`src/rtl/dts_pkg.sv`:
```
package dts_pkg;
  typedef enum logic [2:0] {PH_IDLE, PH_RX, PH_ACK, PH_TX, PH_MACK} phase_e;
  typedef enum logic [1:0] {K_DEV, K_AHI, K_ALO, K_DATA} kind_e;
  localparam logic TGT_REGS = 1'b1;
endpackage

```
`src/rtl/dts_rst_sync.sv`:
```
module dts_rst_sync (
  input  logic clk,
  input  logic rst_n,
  output logic rst_ns
);
  logic [1:0] stage;

  always_ff @(posedge clk or negedge rst_n) begin
    if (!rst_n) stage <= 2'b00;
    else        stage <= {stage[0], 1'b1};
  end

  assign rst_ns = stage[1];
endmodule

```
`src/rtl/dts_line_sync.sv`:
```
module dts_line_sync (
  input  logic clk,
  input  logic rst_ns,
  input  logic scl_i,
  input  logic sda_i,
  output logic scl_s,
  output logic sda_s,
  output logic scl_rise,
  output logic scl_fall,
  output logic bus_start,
  output logic bus_stop
);
  logic [1:0] scl_q, sda_q;
  logic       scl_d, sda_d;

  always_ff @(posedge clk or negedge rst_ns) begin
    if (!rst_ns) begin
      scl_q <= 2'b11;
      sda_q <= 2'b11;
      scl_d <= 1'b1;
      sda_d <= 1'b1;
    end else begin
      scl_q <= {scl_q[0], scl_i};
      sda_q <= {sda_q[0], sda_i};
      scl_d <= scl_q[1];
      sda_d <= sda_q[1];
    end
  end

  assign scl_s     = scl_q[1];
  assign sda_s     = sda_q[1];
  assign scl_rise  = scl_s & ~scl_d;
  assign scl_fall  = ~scl_s & scl_d;
  // data edges are only conditions while the clock stays high
  assign bus_start = scl_s & scl_d & sda_d & ~sda_s;
  assign bus_stop  = scl_s & scl_d & ~sda_d & sda_s;
endmodule

```
`src/rtl/dts_engine.sv`:
```
module dts_engine
  import dts_pkg::*;
#(
  parameter int         ADDR_W   = 15,
  parameter int         PAGE_W   = 7,
  parameter int         REG_AW   = 8,
  parameter logic [6:0] ARRAY_ID = 7'b1010111,
  parameter logic [6:0] REGS_ID  = 7'b1101111
) (
  input  logic              clk,
  input  logic              rst_ns,
  input  logic              sda_s,
  input  logic              scl_rise,
  input  logic              scl_fall,
  input  logic              bus_start,
  input  logic              bus_stop,
  output logic              sda_oe,
  output logic              mem_req,
  output logic              mem_we,
  output logic              mem_sel,
  output logic [ADDR_W-1:0] mem_addr,
  output logic [7:0]        mem_wdata,
  input  logic [7:0]        mem_rdata
);
  localparam int                HI_W   = ADDR_W - 8;
  localparam logic [PAGE_W-1:0] PG_ONE = PAGE_W'(1);
  localparam logic [ADDR_W-1:0] AD_ONE = ADDR_W'(1);

  phase_e              phase, phase_n;
  kind_e               kind, kind_n;
  logic [3:0]          cnt, cnt_n;
  logic [7:0]          shreg, sh_n, txreg, tx_n;
  logic                oe_n, tgt, tgt_n, rd_mode, rd_n;
  logic                dw_valid, dw_n, dw_tgt, dwt_n, cap, cap_n;
  logic [ADDR_W-1:0]   addr, addr_n, maddr_n;
  logic [HI_W-1:0]     addr_hi, hi_n;
  logic                req_n, we_n, sel_n;
  logic [7:0]          wd_n;
  logic                hit_a, hit_r, id_t;

  function automatic logic [ADDR_W-1:0] fit(input logic [ADDR_W-1:0] a, input logic t);
    logic [ADDR_W-1:0] m;
    m = a;
    if (t == TGT_REGS) m[ADDR_W-1:REG_AW] = '0;
    return m;
  endfunction

  assign hit_a = (shreg[7:1] == ARRAY_ID);
  assign hit_r = (shreg[7:1] == REGS_ID);
  assign id_t  = hit_r;

  always_comb begin
    phase_n = phase;   kind_n = kind;   cnt_n = cnt;   sh_n = shreg;
    tx_n    = txreg;   oe_n   = sda_oe; addr_n = addr; hi_n = addr_hi;
    tgt_n   = tgt;     rd_n   = rd_mode; dw_n = dw_valid; dwt_n = dw_tgt;
    req_n   = 1'b0;    we_n   = 1'b0;   sel_n = mem_sel;
    maddr_n = mem_addr; wd_n  = mem_wdata;
    cap_n   = mem_req & ~mem_we;
    if (cap) tx_n = mem_rdata;
    if (bus_stop) begin
      phase_n = PH_IDLE; oe_n = 1'b0; dw_n = 1'b0;
    end else if (bus_start) begin
      phase_n = PH_RX; kind_n = K_DEV; cnt_n = 4'd0; oe_n = 1'b0;
    end else begin
      case (phase)
        PH_RX: begin
          if (scl_rise) begin
            sh_n  = {shreg[6:0], sda_s};
            cnt_n = cnt + 4'd1;
          end else if (scl_fall && cnt == 4'd8) begin
            oe_n = 1'b1; phase_n = PH_ACK; rd_n = 1'b0;
            case (kind)
              K_DEV: begin
                if (!(hit_a || hit_r) || (shreg[0] && dw_valid && dw_tgt != id_t)) begin
                  oe_n = 1'b0; phase_n = PH_IDLE;
                end else if (shreg[0]) begin
                  tgt_n = id_t; rd_n = 1'b1; req_n = 1'b1;
                  sel_n = id_t; maddr_n = fit(addr, id_t);
                end else begin
                  tgt_n = id_t; kind_n = K_AHI; dw_n = 1'b0;
                end
              end
              K_AHI: begin
                hi_n = shreg[HI_W-1:0]; kind_n = K_ALO;
              end
              K_ALO: begin
                addr_n = (tgt == TGT_REGS) ? fit(ADDR_W'(shreg), 1'b1) : {addr_hi, shreg};
                kind_n = K_DATA; dw_n = 1'b1; dwt_n = tgt;
              end
              default: begin
                req_n = 1'b1; we_n = 1'b1; sel_n = tgt; maddr_n = addr; wd_n = shreg;
                addr_n = {addr[ADDR_W-1:PAGE_W], addr[PAGE_W-1:0] + PG_ONE};
              end
            endcase
          end
        end
        PH_ACK: begin
          if (scl_fall) begin
            if (rd_mode) begin
              phase_n = PH_TX; oe_n = ~txreg[7]; cnt_n = 4'd1;
            end else begin
              phase_n = PH_RX; oe_n = 1'b0; cnt_n = 4'd0;
            end
          end
        end
        PH_TX: begin
          if (scl_fall) begin
            if (cnt == 4'd8) begin
              oe_n = 1'b0; phase_n = PH_MACK; addr_n = fit(addr + AD_ONE, tgt);
            end else begin
              tx_n = {txreg[6:0], 1'b0}; oe_n = ~txreg[6]; cnt_n = cnt + 4'd1;
            end
          end
        end
        PH_MACK: begin
          if (scl_rise) begin
            if (sda_s) phase_n = PH_IDLE;
            else begin
              req_n = 1'b1; sel_n = tgt; maddr_n = addr;
            end
          end else if (scl_fall) begin
            phase_n = PH_TX; oe_n = ~txreg[7]; cnt_n = 4'd1;
          end
        end
        default: ;
      endcase
    end
  end

  always_ff @(posedge clk or negedge rst_ns) begin
    if (!rst_ns) begin
      phase <= PH_IDLE; kind <= K_DEV; cnt <= '0; shreg <= '0; txreg <= '0;
      sda_oe <= 1'b0; addr <= '0; addr_hi <= '0; tgt <= 1'b0; rd_mode <= 1'b0;
      dw_valid <= 1'b0; dw_tgt <= 1'b0; cap <= 1'b0;
      mem_req <= 1'b0; mem_we <= 1'b0; mem_sel <= 1'b0; mem_addr <= '0; mem_wdata <= '0;
    end else begin
      phase <= phase_n; kind <= kind_n; cnt <= cnt_n; shreg <= sh_n; txreg <= tx_n;
      sda_oe <= oe_n; addr <= addr_n; addr_hi <= hi_n; tgt <= tgt_n; rd_mode <= rd_n;
      dw_valid <= dw_n; dw_tgt <= dwt_n; cap <= cap_n;
      mem_req <= req_n; mem_we <= we_n; mem_sel <= sel_n; mem_addr <= maddr_n; mem_wdata <= wd_n;
    end
  end
endmodule

```
`src/rtl/twin_i2c_slave.sv`:
```
module twin_i2c_slave #(
  parameter int         ADDR_W   = 15,
  parameter int         PAGE_W   = 7,
  parameter int         REG_AW   = 8,
  parameter logic [6:0] ARRAY_ID = 7'b1010111,
  parameter logic [6:0] REGS_ID  = 7'b1101111
) (
  input  logic              clk,
  input  logic              rst_n,
  input  logic              scl_i,
  input  logic              sda_i,
  output logic              sda_oe,
  output logic              mem_req,
  output logic              mem_we,
  output logic              mem_sel,
  output logic [ADDR_W-1:0] mem_addr,
  output logic [7:0]        mem_wdata,
  input  logic [7:0]        mem_rdata
);
  logic rst_ns, scl_s, sda_s, scl_rise, scl_fall, bus_start, bus_stop;

  dts_rst_sync u_rst (.clk(clk), .rst_n(rst_n), .rst_ns(rst_ns));

  dts_line_sync u_line (
    .clk(clk), .rst_ns(rst_ns), .scl_i(scl_i), .sda_i(sda_i),
    .scl_s(scl_s), .sda_s(sda_s), .scl_rise(scl_rise), .scl_fall(scl_fall),
    .bus_start(bus_start), .bus_stop(bus_stop)
  );

  dts_engine #(
    .ADDR_W(ADDR_W), .PAGE_W(PAGE_W), .REG_AW(REG_AW),
    .ARRAY_ID(ARRAY_ID), .REGS_ID(REGS_ID)
  ) u_eng (
    .clk(clk), .rst_ns(rst_ns), .sda_s(sda_s), .scl_rise(scl_rise), .scl_fall(scl_fall),
    .bus_start(bus_start), .bus_stop(bus_stop), .sda_oe(sda_oe),
    .mem_req(mem_req), .mem_we(mem_we), .mem_sel(mem_sel), .mem_addr(mem_addr),
    .mem_wdata(mem_wdata), .mem_rdata(mem_rdata)
  );
endmodule

```
`config.mk`:
```
export PLATFORM = sky130hd
export DESIGN_NAME = twin_i2c_slave
export DESIGN_NICKNAME = d
export VERILOG_FILES = /design/src/rtl/dts_pkg.sv /design/src/rtl/dts_rst_sync.sv /design/src/rtl/dts_line_sync.sv /design/src/rtl/dts_engine.sv /design/src/rtl/twin_i2c_slave.sv
export SDC_FILE = /design/constraint.sdc
export NUM_CORES = 1
export LEC_CHECK = 0
export BUFFER_PORTS_ARGS = -buffer_cell sky130_fd_sc_hd__buf_2
export CORE_ASPECT_RATIO = 1.4
export CORE_MARGIN = 8
export CORE_UTILIZATION = 59
export DETAILED_ROUTE_END_ITERATION = 8
export GPL_TIMING_DRIVEN = 0
export PLACE_DENSITY = 0.79
export SKIP_CTS_REPAIR_TIMING = 1
export SYNTH_ARGS = -nofsm -noshare
export SYNTH_HDL_FRONTEND = slang
export SYNTH_SLANG_ARGS = --single-unit
```
`constraint.sdc`:
```
create_clock -name clk -period 3.4 [get_ports clk]
set_clock_uncertainty 0.1 [all_clocks]
set_input_delay 0.17 -clock clk [delete_from_list [all_inputs] [get_ports clk]]
set_output_delay 0.17 -clock clk [all_outputs]
set_load 0.005 [all_outputs]
```
==> results.sh <==
export IMPL_status="complete, no violations"
export IMPL_netlist_area_mm2=0.00440
export IMPL_ir_drop_uv=292
export IMPL_grt_max_degree=61
export IMPL_io_pins=39
export IMPL_post_dp_cell_area_mm2=0.00474
export IMPL_required_ns=3.54
export IMPL_die_area_mm2=0.0105
export IMPL_synthCells=420
export IMPL_setup_viol=0
export IMPL_crit_reg2reg_launch="u_eng.cnt[0]$_DFFE_PN0P_"
export IMPL_initialDrtViolationCount=221
export IMPL_routed_wl_um=9560
export IMPL_synth_top_area_share_pct=46.1
export IMPL_crit_type="flip-flop to flip-flop"
export IMPL_synth_nets=439
export IMPL_gp_congestion=0.856
export IMPL_ys_seq_area_share_pct=49.7
export IMPL_initial_core_util_pct=60.1
export IMPL_synth_top_family_by_area="simple AND/OR/NAND/NOR gates"
export IMPL_rows=37
export IMPL_drt_pre_antenna_iters=4
export IMPL_grtUsageTotal_pct=19.2
export IMPL_synth_compound_area_share_pct=14.4
export IMPL_synth_warning_count=0
export IMPL_final_max_slew_viol_count=0
export IMPL_synthAdderAreaFrac_pct=1.99
export IMPL_fmax_mhz=406
export IMPL_p_leak_uw=0.00232
export IMPL_wl_per_cell_um=16.6
export IMPL_grt_pass1_vias=3439
export IMPL_ys_ff_latch=87
export IMPL_cp_cell_sequence="inv_1 > ha_1 > nand4b_1 > nor4_2 > a21o_1 > o2111a_1 > buf_6 > buf_12 > mux2_4"
export IMPL_min_period_ns=2.47
export IMPL_clock_latency_ns=0.36
export IMPL_rsz0062_at_grt="no"
export IMPL_yosys_area_share_simple_pct=15.2
export IMPL_end_kind="flip-flop"
export IMPL_arrival_ns=2.61
export IMPL_maxSlewHeadroom_pct=60.1
export IMPL_critPathMaxStageDelay_ns=0.41
export IMPL_ant_nets=0
export IMPL_synth_xor_area_share_pct=0.996
export IMPL_pwr_share_comb_pct=7.9
export IMPL_avgSynthCellArea_um2=10.5
export IMPL_htree_levels=3
export IMPL_hold_ws_ns=0.0129
export IMPL_drc=0
export IMPL_vias=3345
export IMPL_cts_tree="done"
export IMPL_crit_path_max_fanout=10
export IMPL_clockBufferDepth=2
export IMPL_finish_utilization_pct=68.1
export IMPL_core_area_mm2=0.00731
export IMPL_synth_ff_type="dfrtp_1"
export IMPL_async_reset_ff_share_pct=100
export IMPL_synth_largest_area_cell="dfrtp_1"
export IMPL_reg2reg_setup_slack_ns=0.93
export IMPL_syn_to_final_growth_pct=13.3
export IMPL_final_net_count=492
export IMPL_stdcell_area_mm2=0.00498
export IMPL_synth_edf_count=0
export IMPL_grt_pass1_wl_um=16000
export IMPL_critPathLaunchType="flip-flop"
export IMPL_viasPerCell=5.82
export IMPL_fin_cells=575
export IMPL_antenna_found_initial=0
export IMPL_antenna_cells=0
export IMPL_r2r_end="u_eng.mem_addr[6]$_DFFE_PN0P_"
export IMPL_synth_distinct_cells=66
export IMPL_gr_total_overflow=0
export IMPL_switchingPower_uw=492
export IMPL_p_sw_share_pct=24.1
export IMPL_powerDensity_mw_per_mm2=410
export IMPL_hp_class="primary input to async pin"
export IMPL_io_buffer_count=38
export IMPL_cts_sinks=87
export IMPL_dieHeight_um=118
export IMPL_tns_ns=0
export IMPL_reg2regPathDepth=9
export IMPL_drv_cap=0
export IMPL_cts_buffers_inserted=9
export IMPL_synthMuxAreaShare_pct=13.5
export IMPL_cts_root_buf="clkbuf_8"
export IMPL_drive_gt1_share_pct=23.2
export IMPL_critPathSlowestCell="dfrtp_1"
export IMPL_internal_power_uw=1550
export IMPL_seqPwrFrac_pct=54.0
export IMPL_hold_viol=0
export IMPL_mostFrequentLayoutCells="dfrtp_1 (80), nand2_1 (45), buf_2 (42)"
export IMPL_clk_pin_slew_ns=0.08
export IMPL_die_w_um=89.0
export IMPL_fin_crit_sh_pct=72.5
export IMPL_final_common_cell="dfrtp_1"
export IMPL_tightest_slew_ns=0.591
export IMPL_dp_cells=556
export IMPL_power_frac_clock_pct=38.1
export IMPL_synthTopCellsByArea="dfrtp_1 (46%), mux2_2 (7.9%), mux2i_1 (4.6%), nand2_1 (3.8%), dfstp_2 (3.6%)"
export IMPL_dpl_hpwl_um=6960
==> critical path: cells and delay by family, from the launching register on <==
kind,cells,cell delay (ns)
AND/OR/NAND/NOR,2,0.51
multiplexers,1,0.30
buffers and inverters,3,0.41
flip-flops,1,0.41
adder cells (fa/ha/maj),1,0.22
AO/OA/AOI/OAI,2,0.40
==> layout make-up <==
cell class,count,area (um2)
plain buffers,20,115
fillers,603,2330
clock buffers,11,131
repair buffers,42,248
inverters,18,67.6
flip-flops and latches,87,2190
multi-input cells,295,2030
clock inverters,5,82.6
well taps,97,121
==> worst max-delay path by stage <==
stage                             start                             end  slack, ns  cells after the start
2_1_floorplan  u_rst.stage[1]$_DFF_PN0_       u_eng.addr[0]$_DFFE_PN0P_       0.71                      0
3_3_place_gp   u_rst.stage[1]$_DFF_PN0_  u_eng.mem_addr[14]$_DFFE_PN0P_       -0.1                      0
3_5_place_dp   u_eng.cnt[0]$_DFFE_PN0P_   u_eng.mem_addr[6]$_DFFE_PN0P_       0.98                      9
4_1_cts        u_eng.cnt[0]$_DFFE_PN0P_   u_eng.mem_addr[6]$_DFFE_PN0P_       0.95                      9
5_1_grt        u_eng.cnt[0]$_DFFE_PN0P_      u_eng.addr[13]$_DFFE_PN0P_       0.76                      8
6_report       u_eng.cnt[0]$_DFFE_PN0P_   u_eng.mem_addr[6]$_DFFE_PN0P_       0.93                      9
==> registers in the layout (all words and copies together) (netlist names), 2 cells and up <==
name and count:
u_eng.addr 15, u_eng.addr_hi 7, u_eng.cnt 4, u_eng.kind 2, u_eng.mem_addr 15, u_eng.mem_wdata 8, u_eng.phase 3, u_eng.shreg 8
u_eng.txreg 8, u_line.scl_q 2, u_line.sda_q 2, u_rst.stage 2
==> cells by family after synthesis <==
family                   after synthesis
AND/OR/NAND/NOR                      132
multiplexers                          54
XOR/XNOR                               5
AO/OA/AOI/OAI                         96
flip-flops                            87
other                                  1
adder cells (fa/ha/maj)                7
buffers and inverters                 38
==> per-stage QoR <==
stage	total power (uW)	setup WS, ns
after floorplan	1230	0.708
after global placement	1270	-0.0966
after detailed placement	1280	0.976
after CTS	2050	0.948
after global routing	2130	0.764
final	2040	0.935
==> power by group through the flow <==
stage / Clock [uW] / Combinational [uW] / Sequential, uW
3_5_place_dp: 0 / 159 / 1120
5_1_grt: 831 / 184 / 1110
3_3_place_gp: 0 / 133 / 1130
6_report: 778 / 161 / 1100
2_1_floorplan: 0 / 108 / 1120
4_1_cts: 787 / 159 / 1100
==> cell usage after synthesis (all sizes together) (7+ instances only) <==
library cell and n:
mux2 34, nand3 14, mux2i 20, ha 7, nor3 7, nand2 45
o21ai 25, clkbuf 12, dfrtp 81, inv 18, buf 8, nor2 30
a21oi 20
==> routing by layer <==
layer / vias up / wire (um) / track usage [%]
met1: 1637 / 3960 / 21.9
met4: 0 / 195 / 7.73
met2: 77 / 4960 / 33.0
li1: 1615 / - / -
met3: 16 / 444 / 4.51
met5: - / 0 / 0
(Power assumes the default switching activity.)
